$ cat src/rtl/ivt_pkg.sv
package ivt_pkg;
  localparam int unsigned BYTE_W = 8;
  localparam int unsigned CNT_W  = 2 * BYTE_W;
  localparam int unsigned DIGITS = CNT_W / 4;

  typedef enum logic [1:0] {
    ACC_LATCH = 2'd0,
    ACC_LO    = 2'd1,
    ACC_HI    = 2'd2,
    ACC_LOHI  = 2'd3
  } acc_mode_e;

  // one step down, binary or packed BCD
  function automatic logic [CNT_W-1:0] cnt_dec(input logic [CNT_W-1:0] v, input logic bcd);
    logic [CNT_W-1:0] r;
    logic borrow;
    if (!bcd) return v - 1'b1;
    r = v;
    borrow = 1'b1;
    for (int d = 0; d < DIGITS; d++) begin
      if (borrow) begin
        if (v[d*4 +: 4] == 4'd0) begin
          r[d*4 +: 4] = 4'd9;
        end else begin
          r[d*4 +: 4] = v[d*4 +: 4] - 4'd1;
          borrow = 1'b0;
        end
      end
    end
    return r;
  endfunction
endpackage

$ cat src/rtl/ivt_chan_regs.sv
module ivt_chan_regs
  import ivt_pkg::*;
(
  input  logic             clk_i,
  input  logic             rst_ni,
  input  logic             cw_wr_i,
  input  logic [5:0]       cw_i,
  input  logic             wr_i,
  input  logic             rd_i,
  input  logic [BYTE_W-1:0] wdata_i,
  input  logic [CNT_W-1:0] count_i,
  output logic [CNT_W-1:0] reload_o,
  output logic             arm_o,
  output logic             stop_o,
  output logic [2:0]       mode_o,
  output logic             bcd_o,
  output logic [BYTE_W-1:0] rdata_o
);
  acc_mode_e        acc_q;
  logic [2:0]       mode_q;
  logic             bcd_q;
  logic             tog_q;
  logic [CNT_W-1:0] latch_q;
  logic [CNT_W-1:0] reload_q;
  logic             latch_cmd;

  assign latch_cmd = cw_wr_i && (cw_i[5:4] == ACC_LATCH);
  assign stop_o    = cw_wr_i && (cw_i[5:4] != ACC_LATCH);
  assign arm_o     = wr_i && ((acc_q != ACC_LOHI) || tog_q);
  assign reload_o  = reload_q;
  assign mode_o    = mode_q;
  assign bcd_o     = bcd_q;

  always_ff @(posedge clk_i or negedge rst_ni) begin
    if (!rst_ni) begin
      acc_q    <= ACC_LOHI;
      mode_q   <= '0;
      bcd_q    <= 1'b0;
      tog_q    <= 1'b0;
      latch_q  <= '0;
      reload_q <= '0;
    end else if (cw_wr_i) begin
      tog_q <= 1'b0;
      if (latch_cmd) begin
        latch_q <= count_i;
      end else begin
        acc_q  <= acc_mode_e'(cw_i[5:4]);
        mode_q <= cw_i[3:1];
        bcd_q  <= cw_i[0];
      end
    end else if (wr_i) begin
      case (acc_q)
        ACC_LO: reload_q[BYTE_W-1:0] <= wdata_i;
        ACC_HI: reload_q[CNT_W-1:BYTE_W] <= wdata_i;
        default: begin
          if (tog_q) reload_q[CNT_W-1:BYTE_W] <= wdata_i;
          else       reload_q[BYTE_W-1:0]     <= wdata_i;
          tog_q <= ~tog_q;
        end
      endcase
    end else if (rd_i && (acc_q == ACC_LOHI)) begin
      tog_q <= ~tog_q;
    end
  end

  always_comb begin
    case (acc_q)
      ACC_HI:   rdata_o = latch_q[CNT_W-1:BYTE_W];
      ACC_LOHI: rdata_o = tog_q ? latch_q[CNT_W-1:BYTE_W] : latch_q[BYTE_W-1:0];
      default:  rdata_o = latch_q[BYTE_W-1:0];
    endcase
  end

  AST_CW_CLEARS_PTR: assert property (@(posedge clk_i) disable iff (!rst_ni)
    cw_wr_i |=> !tog_q);
  AST_LATCH_CAPTURE: assert property (@(posedge clk_i) disable iff (!rst_ni)
    latch_cmd |=> latch_q == $past(count_i));
  AST_LATCH_HOLDS: assert property (@(posedge clk_i) disable iff (!rst_ni)
    !latch_cmd |=> $stable(latch_q));
endmodule

$ cat src/rtl/ivt_count_engine.sv
module ivt_count_engine
  import ivt_pkg::*;
(
  input  logic             clk_i,
  input  logic             rst_ni,
  input  logic             tick_i,
  input  logic             stop_i,
  input  logic             arm_i,
  input  logic [2:0]       mode_i,
  input  logic             bcd_i,
  input  logic [CNT_W-1:0] reload_i,
  output logic [CNT_W-1:0] count_o,
  output logic             out_o
);
  logic [CNT_W-1:0] count_q;
  logic             out_q;
  logic             pend_q;
  logic             run_q;
  logic             is_m2;
  logic             is_m3;
  logic [CNT_W-1:0] dec1;
  logic [CNT_W-1:0] dec2;
  logic [CNT_W-1:0] even_reload;

  assign is_m2       = (mode_i == 3'b010) || (mode_i == 3'b110);
  assign is_m3       = (mode_i == 3'b011) || (mode_i == 3'b111);
  assign dec1        = cnt_dec(count_q, bcd_i);
  assign dec2        = cnt_dec(dec1, bcd_i);
  assign even_reload = {reload_i[CNT_W-1:1], 1'b0};
  assign count_o     = count_q;
  assign out_o       = out_q;

  always_ff @(posedge clk_i or negedge rst_ni) begin
    if (!rst_ni) begin
      count_q <= '0;
      out_q   <= 1'b1;
      pend_q  <= 1'b0;
      run_q   <= 1'b0;
    end else if (stop_i) begin
      out_q  <= 1'b1;
      run_q  <= 1'b0;
      pend_q <= 1'b0;
    end else begin
      if (arm_i) pend_q <= 1'b1;
      if (tick_i) begin
        if (pend_q) begin
          count_q <= is_m3 ? even_reload : reload_i;
          out_q   <= 1'b1;
          run_q   <= 1'b1;
          pend_q  <= arm_i;
        end else if (run_q) begin
          if (is_m2) begin
            if (count_q == CNT_W'(1)) begin
              count_q <= reload_i;
              out_q   <= 1'b1;
            end else begin
              count_q <= dec1;
              if (count_q == CNT_W'(2)) out_q <= 1'b0;
            end
          end else if (is_m3) begin
            if (count_q == CNT_W'(2)) begin
              count_q <= even_reload;
              out_q   <= ~out_q;
            end else begin
              count_q <= dec2;
            end
          end
        end
      end
    end
  end

  AST_STOP_OUT_HIGH: assert property (@(posedge clk_i) disable iff (!rst_ni)
    stop_i |=> out_q && !run_q);
  AST_NO_TICK_HOLD: assert property (@(posedge clk_i) disable iff (!rst_ni)
    !tick_i |=> $stable(count_q));
  AST_M2_SINGLE_LOW: assert property (@(posedge clk_i) disable iff (!rst_ni)
    run_q && is_m2 && !out_q && tick_i && !stop_i |=> out_q);
  AST_M3_EVEN: assert property (@(posedge clk_i) disable iff (!rst_ni)
    run_q && is_m3 |-> !count_q[0]);
endmodule

$ cat src/rtl/interval_timer.sv
module interval_timer
  import ivt_pkg::*;
#(
  parameter int unsigned NUM_CH = 3
) (
  input  logic              clk_i,
  input  logic              rst_ni,
  input  logic              tick_i,
  input  logic              wr_i,
  input  logic              rd_i,
  input  logic [1:0]        addr_i,
  input  logic [BYTE_W-1:0] wdata_i,
  output logic [BYTE_W-1:0] rdata_o,
  output logic [NUM_CH-1:0] out_o
);
  localparam logic [1:0] CTRL_ADDR = 2'd3;

  logic [NUM_CH-1:0]             cw_hit;
  logic [NUM_CH-1:0][BYTE_W-1:0] ch_rdata;

  for (genvar g = 0; g < NUM_CH; g++) begin : g_ch
    logic             sel;
    logic [CNT_W-1:0] count;
    logic [CNT_W-1:0] reload;
    logic             arm;
    logic             stop;
    logic [2:0]       mode;
    logic             bcd;

    assign sel       = (addr_i == 2'(g));
    assign cw_hit[g] = wr_i && (addr_i == CTRL_ADDR) && (wdata_i[7:6] == 2'(g));

    ivt_chan_regs u_regs (
      .clk_i   (clk_i),
      .rst_ni  (rst_ni),
      .cw_wr_i (cw_hit[g]),
      .cw_i    (wdata_i[5:0]),
      .wr_i    (wr_i && sel),
      .rd_i    (rd_i && sel),
      .wdata_i (wdata_i),
      .count_i (count),
      .reload_o(reload),
      .arm_o   (arm),
      .stop_o  (stop),
      .mode_o  (mode),
      .bcd_o   (bcd),
      .rdata_o (ch_rdata[g])
    );

    ivt_count_engine u_eng (
      .clk_i   (clk_i),
      .rst_ni  (rst_ni),
      .tick_i  (tick_i),
      .stop_i  (stop),
      .arm_i   (arm),
      .mode_i  (mode),
      .bcd_i   (bcd),
      .reload_i(reload),
      .count_o (count),
      .out_o   (out_o[g])
    );
  end

  always_comb begin
    rdata_o = '0;
    for (int i = 0; i < NUM_CH; i++)
      if (addr_i == 2'(i)) rdata_o = ch_rdata[i];
  end

  AST_CW_ONE_CHANNEL: assert property (@(posedge clk_i) disable iff (!rst_ni)
    $onehot0(cw_hit));
  AST_NO_CW_NO_HIT: assert property (@(posedge clk_i) disable iff (!rst_ni)
    (addr_i != CTRL_ADDR) |-> cw_hit == '0);
endmodule

$ cat config.mk
export PLATFORM = sky130hd
export DESIGN_NAME = interval_timer
export DESIGN_NICKNAME = d
export VERILOG_FILES = /design/src/rtl/ivt_pkg.sv /design/src/rtl/ivt_chan_regs.sv /design/src/rtl/ivt_count_engine.sv /design/src/rtl/interval_timer.sv
export SDC_FILE = /design/constraint.sdc
export NUM_CORES = 1
export LEC_CHECK = 0
export BUFFER_PORTS_ARGS = -buffer_cell sky130_fd_sc_hd__buf_2
export CAP_MARGIN = 20
export CORE_MARGIN = 3
export CORE_UTILIZATION = 65
export CTS_CLUSTER_SIZE = 20
export DETAILED_ROUTE_END_ITERATION = 10
export GPL_ROUTABILITY_DRIVEN = 0
export MAX_ROUTING_LAYER = met4
export PLACE_DENSITY_LB_ADDON = 0.08
export SETUP_SLACK_MARGIN = 0.1
export SLEW_MARGIN = 0
export SYNTH_ARGS = -nofsm -noshare
export SYNTH_HDL_FRONTEND = slang
export SYNTH_HIERARCHICAL = 1
export SYNTH_SLANG_ARGS = --single-unit
$ cat constraint.sdc
create_clock -name clk_i -period 3.5 [get_ports clk_i]
set_input_delay 0.7 -clock clk_i [delete_from_list [all_inputs] [get_ports clk_i]]
set_output_delay 0.7 -clock clk_i [all_outputs]
set_load 0.005 [all_outputs]
==> results.md, run 1 <==
- The H-tree depth reported by CTS is 4.
- Setup repair after global routing could not meet its margin everywhere.
- The max-slew violation count is 0.
- The number of antenna violations at the first check in global routing is 0.
- The maximum number of buffers from clock root to sink is 2.
- The initial core utilization is 0.675.
- Of the available clock period, the critical path in the final layout requires 0.982.
- The tree is rooted in a sky130_fd_sc_hd__clkbuf_16.
- Yosys printed 6 warnings.
- In this run the horizontal extent of the chip is 147 µm.
- Once detailed placement completed, the half-perimeter wirelength came to 28900 µm.
- After clock tree synthesis, the flow added hold-fix buffers numbering 0.
- The TritonCTS buffer count is 17.
- Relative to the synthesized area, the layout overhead comes to 9.23%.
- STA classifies the critical path startpoint as a flop.
- Walking the worst path, the cells encountered are inv_1 -> ha_1 -> or3_2 -> o32a_4 -> a22oi_1 -> nor4b_1 -> and4bb_1 -> xor2_1 -> o221ai_1 -> a21oi_1.
- The worst-case headroom to the max-slew limit is 0.400.
- The count of instances resized after the clock tree is built is 0.
- For the worst setup path, the data arrival time is 3.79 ns.
- The net switching share of the total power is 0.457.
- The height of the chip is 147 µm.
- Once layout is complete, the utilization of the core stands at 0.737.
- Summing all non-filler instances in the final layout gives an area of 14100 µm².
- The required time reported for the critical path endpoint is 3.86 ns.
- The total DRC errors in the routed layout is 0.
- The final total negative setup slack is 0 ns.
- The total setup violations reported at the end of the flow is 0.
- The count of buffering cells on the critical path with inverters included is 1.
- The wire length of the first global-routing pass is 62900 µm.
- The final net count is 1477.
- The number of global-route vias before repair was 11517.
- Of the total power, the clock network draws 0.161.
- The cell type of the slowest stage on the worst timing path is sky130_fd_sc_hd__nor4b_1.
- The max-cap check violation count is 0.
- The wire length per cell after detailed routing is 23.1 µm.
- Synthesis produced a netlist with a net count of 1427.
- The run finished with clean final reports.
- The ratio of total power to cell area is 816 nW/µm².
- The TritonCTS clock tree is built.
- The netlist area before placement is 12900 µm².
- The worst path meets setup with 0.0637 ns of slack.
- The mean instance size in the synthesized netlist is 9.33 µm².
- The count of final hold-check violations is 0.
- The logic depth of the worst path, buffers included is 10.
- Summed over all layers, the global routing overflow is 0.
- For this run, the total global-route usage over all layers was measured as 0.374.
- The count of buffers from port buffering is 25.
- Wire segments on met2 add up to 18000 µm in the final route.
- At the pin with the least slew margin, the transition time is 0.888 ns.
- Of the total power, registers draw 0.315.
- In this run the power spent charging and discharging nets is 5260 µW.
- The kind of end point of the critical path is a flop.
- The analysis attributes to cell leakage a power of 0.00581 µW.
- The type of the most critical hold path is primary input to async pin.
- OpenSTA, run right after detailed placement, puts the worst setup slack at 0.186 ns.
- The classification of the worst setup path is flop to flop.
- After clock tree synthesis, the clock-pin slew on the worst setup and hold paths is 0.07 ns.
- Using the TritonRoute via totals, the vias-per-cell ratio works out to 7.10.
- The worst-case IR drop observed on VDD is 0.544 mV.
- The final route contains 12129 vias.
- The clock skew is 0.0131 ns.
- The first routing iteration left 1482 violations.
- After detailed placement, the total cell area comes to 13500 µm².
- The cell count after synthesis is 1385.
- The area enclosed by the die boundary is 21600 µm².
- The total wirelength of the detailed-routed design is 39600 µm.
- The top fanout value on the critical path is 10.
- Summed over all nets, wire length on met3 after detailed routing comes to 3950 µm.
- The maximum operating frequency is 291 MHz.
- The kind of cell adding the most delay to the critical path is simple AND/OR/NAND/NOR gates.
- The site row count is 50.
- Counting cells, the worst reg-to-reg path comes to 10.
- The number of sinks on the clock net is 171.
- The clock latency on the worst-skew pair is 0.43 ns.
- The post-route antenna net violation count is 0.
- Entering global routing, the biggest net connects 84 pins.
- The floorplan step defined a core boundary enclosing 19100 µm².
- The share of total power dissipated in combinational logic is 0.525.
- The top layer reached by signal wires is met4.
- The largest single stage delay on the critical path is 0.57 ns.
- The first-pass detailed-route iteration total is 6.
- In this run the count of I/O pins placed on the die edge is 26.
- Internal power comes to 6250 µW.
- The share of cells above drive strength 1 is 0.225.
- The shortest clock period the worst path allows after layout is 3.44 ns.
- The sum of routed wire segments on met1 is 15700 µm.
## worst reg2reg max path: cells and delay by family (launching register included)
| kind | cells | cell delay [ns] |
|---|---|---|
| fa+ha+maj | 1 | 0.36 |
| flops | 1 | 0.52 |
| xor+xnor | 1 | 0.16 |
| simple gates | 3 | 1.36 |
| compound gates | 4 | 0.81 |
| buf+inv | 1 | 0.17 |
## state kept, by name, summed over array words and instances, names as in the netlist
signal                flops
g_ch.u_eng/run_q          3
g_ch.u_regs/bcd_o         3
g_ch.u_eng/pend_q         3
g_ch.u_regs/mode_o        6
g_ch.u_eng/count_o       48
g_ch.u_regs/latch_q      48
g_ch.u_regs/tog_q         3
g_ch.u_regs/acc_q         6
g_ch.u_eng/out_o          3
g_ch.u_regs/reload_o     48
## placed cells by master, fill, tap and decap left out, types with 10 or more instances in the layout
cell	instances
sky130_fd_sc_hd__nand3_1	24
sky130_fd_sc_hd__a221oi_1	11
sky130_fd_sc_hd__o22ai_1	13
sky130_fd_sc_hd__nand4_1	17
sky130_fd_sc_hd__buf_2	24
sky130_fd_sc_hd__buf_4	85
sky130_fd_sc_hd__mux2_4	24
sky130_fd_sc_hd__dfrtp_1	162
sky130_fd_sc_hd__nor3b_1	10
sky130_fd_sc_hd__o21ai_0	90
sky130_fd_sc_hd__a22o_1	28
sky130_fd_sc_hd__o21ai_1	14
sky130_fd_sc_hd__a211oi_1	18
sky130_fd_sc_hd__a21o_1	12
sky130_fd_sc_hd__a21oi_1	85
sky130_fd_sc_hd__a31oi_1	19
sky130_fd_sc_hd__a211o_1	13
sky130_fd_sc_hd__mux2i_1	19
sky130_fd_sc_hd__ha_1	27
sky130_fd_sc_hd__xor2_1	15
sky130_fd_sc_hd__o2bb2ai_1	12
sky130_fd_sc_hd__nor2_1	77
sky130_fd_sc_hd__mux2_2	86
sky130_fd_sc_hd__nand2b_1	12
sky130_fd_sc_hd__a22oi_1	13
sky130_fd_sc_hd__inv_1	43
sky130_fd_sc_hd__nor3_1	36
sky130_fd_sc_hd__o211ai_1	13
sky130_fd_sc_hd__nand2_1	109
sky130_fd_sc_hd__or4_1	13
sky130_fd_sc_hd__nor2b_1	18
sky130_fd_sc_hd__nor4_1	22
sky130_fd_sc_hd__and2_1	18
sky130_fd_sc_hd__or3_1	24
sky130_fd_sc_hd__clkbuf_16	17
sky130_fd_sc_hd__xnor2_1	23
## routing by layer
layer  vias up  GRT usage
met5         -          -
met3       157     0.0783
met2       782      0.576
li1       5372          -
met1      5818      0.482
met4         0      0.161
## stage by stage
stage | hold WS [ns] | instances | power [µW]
after floorplan | 0.404 | 1385 | 7660
after global placement | 0.490 | 1675 | 9250
after detailed placement | 0.492 | 1675 | 9390
after CTS | 0.359 | 1707 | 11300
after global routing | 0.371 | 1708 | 12200
final | 0.308 | 1709 | 11500
## power groups by stage
stage	registers, µW	clock network (µW)	logic, µW
after floorplan	3260	0	4400
after global placement	3570	0	5680
after detailed placement	3610	0	5780
after CTS	3590	1870	5840
after global routing	3720	1950	6510
final	3620	1850	6040
## cell type report
cell class	instances	area, µm²
multi-input cells	1089	7960
fillers	1418	5030
flip-flops and latches	171	4290
repair buffers	112	801
clock buffers	21	460
well taps	260	325
inverters	44	165
clock inverters	11	111
diodes	1	2.50
## what timing repair did
item,CTS,global route
endpoints found under the hold margin,0,0
buffers inserted,0,0
setup endpoints to repair,0,4
## path summary, 6_finish.rpt
check	slack, ns	start	end
max	0.06	g_ch[2].u_eng/count_o[1]$_DFFE_PN0P_	g_ch[2].u_eng/count_o[12]$_DFFE_PN0P_
min	0.31	rst_ni	g_ch[1].u_regs/latch_q[7]$_DFFE_PN0P_
max reg2reg	0.06	g_ch[2].u_eng/count_o[1]$_DFFE_PN0P_	g_ch[2].u_eng/count_o[12]$_DFFE_PN0P_
min reg2reg	0.51	g_ch[2].u_regs/latch_q[13]$_DFFE_PN0P_	g_ch[2].u_regs/latch_q[13]$_DFFE_PN0P_
max in group asynchronous	2.31	rst_ni	g_ch[2].u_eng/out_o$_DFFE_PN1P_
min in group clk_i	0.51	g_ch[2].u_regs/latch_q[13]$_DFFE_PN0P_	g_ch[2].u_regs/latch_q[13]$_DFFE_PN0P_
Note: power is estimated with default switching activity, not from simulation.
==> inputs of run 2 (changes only) <==
==> constraint.sdc (replaced) <==
create_clock -name clk_i -period 3.95 [get_ports clk_i]
set_input_delay 0.79 -clock clk_i [delete_from_list [all_inputs] [get_ports clk_i]]
set_output_delay 0.79 -clock clk_i [all_outputs]
set_load 0.005 [all_outputs]
==> run 2 against run 1 <==
Compared with the run above:
- flip-flop and latch count did not move
- clock power fell by 13%
- global-route usage fell by 1.7 points
- setup slack improved by 0.33 ns
- highest routed layer unchanged
- maximum frequency fell by 3.5%
- non-clock buffer count fell by 49
- wire length fell by 4.6%
==> results.md, run 2 (same netlist as run 1, synthesis figures left out) <==
- The utilization after layout is 0.717.
- The H-tree depth reported by CTS is 4.
- The required time reported for the critical path endpoint is 4.27 ns.
- The share of cells above drive strength 1 is 0.197.
- Counting along the longest clock path gives a buffer depth of 2.
- For this run, the post-layout net count is 1428.
- The final worst-path cycle share is 0.902.
- The number of sinks on the clock net is 171.
- The setup slack at placement is 0.484 ns.
- The routed design has 37800 µm of wire.
- The multi-input combinational cell area is 7960 µm².
- The TritonCTS buffer count is 17.
- The die is 147 µm tall.
- The area enclosed by the die boundary is 21600 µm².
- Entering global routing, the biggest net connects 70 pins.
- In the layout the commonest cells are 162 x sky130_fd_sc_hd__dfrtp_1, 109 x sky130_fd_sc_hd__nand2_1, 90 x sky130_fd_sc_hd__o21ai_0.
- The top fanout value on the critical path is 13.
- The sum of net half-perimeters after detailed placement is 27400 µm.
- The startpoint identified for the worst register-to-register timing path is g_ch[2].u_eng/count_o[0]$_DFFE_PN0P_.
- The destination of the worst register-to-register timing path is g_ch[2].u_eng/count_o[13]$_DFFE_PN0P_.
- The total setup violations reported at the end of the flow is 0.
- Leaving out fill and tap cells, the most frequent cell in the layout is sky130_fd_sc_hd__dfrtp_1.
- The final total negative setup slack is 0 ns.
- The post-route antenna net violation count is 0.
- Pin placement for this block handled 26 I/O pins.
- The post-CTS setup buffer count is 0.
- The number of antenna violations at the first check in global routing is 0.
- The number of vias in the routed layout is 11769.
- The number of global-route vias before repair is 10942.
- In the routed design, unresolved DRC markers number 0.
- The max-slew violation count is 0.
- The wire length per cell after detailed routing is 22.8 µm.
- CTS placed an instance of sky130_fd_sc_hd__clkbuf_16 at the clock tree root.
- For the pin with the worst max-slew slack, the measured transition is 0.894 ns.
- The max-cap check violation count is 0.
- Counting cells, the worst reg-to-reg path comes to 10.
- The classification of the worst setup path is flop to flop.
- Compared with the post-synthesis result, the final layout area differs by 6.18%.
- The global-route total usage across every layer is 0.357.
- The kind of end point of the critical path is a flop.
- The wire length of the first global-routing pass is 60000 µm.
- The final worst-path setup slack is 0.389 ns.
- The floorplan has 50 rows.
- The clock edge transition at the registers on the reported setup and hold paths is 0.07 ns.
- The count of buffers from port buffering is 25.
- For this design the ratio of total power to cell area is 720 nW/µm².
- The leftover overflow at the end of global routing is 0.
- The number of violations reported at the end of detailed-routing iteration 0 is 1647.
- From left edge to right edge, the die measures 147 µm.
- Buffers inserted to repair hold after CTS numbered 0.
- For this configuration, the core starts out at a cell density of 0.675.
- The endpoint arrival time on the critical path is 3.88 ns.
- The count of instances resized after the clock tree is built is 0.
- The worst path needs 3.56 ns of the cycle, external delays included.
- For this design the static power due to leakage is 0.00556 µW.
- The clock latency on the worst-skew pair is 0.44 ns.
- The routed via count divided by cell count is 7.09.
- The reg-to-reg setup timing slack is 0.39 ns.
- The number of inserted filler cells in the final layout is 1513.
- The TritonCTS clock tree is built.
- The flow ran to the end, and the final reports show no timing, DRC or antenna violations.
- The antenna cell count is 0.
- The sequential cell area is 4290 µm².
- The first-pass detailed-route iteration total is 5.
- STA classifies the critical path startpoint as a flop.
- The maximum operating frequency is 281 MHz.
- Across the routed clock network, the largest skew measured is 0.0196 ns.
- The core region is 19100 µm².
- Setup repair after global routing left no endpoint under its margin.
- The largest voltage drop on the vdd net is 0.407 mV.
- The type of the most critical hold path is primary input to async pin.
- The count of final hold-check violations came to 0.
- Headroom to the max-slew limit came out at 0.396.
-- run 2: worst max path at each step --
| stage | cells past startpoint | start | slack (ns) | endpoint |
|---|---|---|---|---|
| after floorplan | 11 | g_ch[0].u_eng/count_o[0]$_DFFE_PN0P_ | 0.84 | g_ch[0].u_eng/count_o[14]$_DFFE_PN0P_ |
| after global placement | 10 | g_ch[2].u_eng/count_o[0]$_DFFE_PN0P_ | 0.59 | g_ch[2].u_eng/count_o[13]$_DFFE_PN0P_ |
| after detailed placement | 10 | g_ch[2].u_eng/count_o[0]$_DFFE_PN0P_ | 0.48 | g_ch[2].u_eng/count_o[13]$_DFFE_PN0P_ |
| after CTS | 10 | g_ch[2].u_eng/count_o[0]$_DFFE_PN0P_ | 0.47 | g_ch[2].u_eng/count_o[13]$_DFFE_PN0P_ |
| after global routing | 10 | g_ch[1].u_eng/count_o[0]$_DFFE_PN0P_ | 0.23 | g_ch[1].u_eng/count_o[13]$_DFFE_PN0P_ |
| final | 10 | g_ch[2].u_eng/count_o[0]$_DFFE_PN0P_ | 0.39 | g_ch[2].u_eng/count_o[13]$_DFFE_PN0P_ |
-- run 2: final cells by class --
| type | count | area share |
|---|---|---|
| Multi-Input combinational cell | 1089 | 0.580 |
| Sequential cell | 171 | 0.313 |
| Clock buffer | 20 | 0.0318 |
| Timing Repair Buffer | 63 | 0.0313 |
| Tap cell | 260 | 0.0237 |
| Inverter | 44 | 0.0120 |
| Clock inverter | 12 | 0.00839 |
-- run 2: critical path: stages (launching register included) --
cell	delay [ns]
sky130_fd_sc_hd__dfrtp_1	0.59
sky130_fd_sc_hd__inv_1	0.20
sky130_fd_sc_hd__ha_1	0.37
sky130_fd_sc_hd__or3_2	0.46
sky130_fd_sc_hd__o32a_4	0.22
sky130_fd_sc_hd__a21o_1	0.24
sky130_fd_sc_hd__nor4_4	0.50
sky130_fd_sc_hd__nand4_1	0.17
sky130_fd_sc_hd__mux2_1	0.35
sky130_fd_sc_hd__a221oi_2	0.25
sky130_fd_sc_hd__o22ai_2	0.09
-- run 2: stage by stage --
step	cells	instance area [µm²]	hold slack, ns	power, µW
2_1_floorplan	1385	12900	0.474	6790
3_3_place_gp	1627	13200	0.490	7960
3_5_place_dp	1627	13200	0.496	8080
4_1_cts	1659	13700	0.367	9720
5_1_grt	1659	13700	0.393	10500
6_report	1659	13700	0.347	9880
-- run 2: where the power goes --
| group | switching (µW) | total (µW) | internal [µW] |
|---|---|---|---|
| combinational | 2840 | 4880 | 2040 |
| sequential | 985 | 3390 | 2410 |
| clock | 736 | 1610 | 874 |
| total | 4560 | 9880 | 5320 |
-- run 2: layer usage --
layer  wire [µm]  GRT usage  part of all wire
met4        1400      0.146             0.037
met1       15400      0.471              0.41
met3        3510     0.0598             0.093
met2       17500      0.551              0.46
met5           0          -                 0
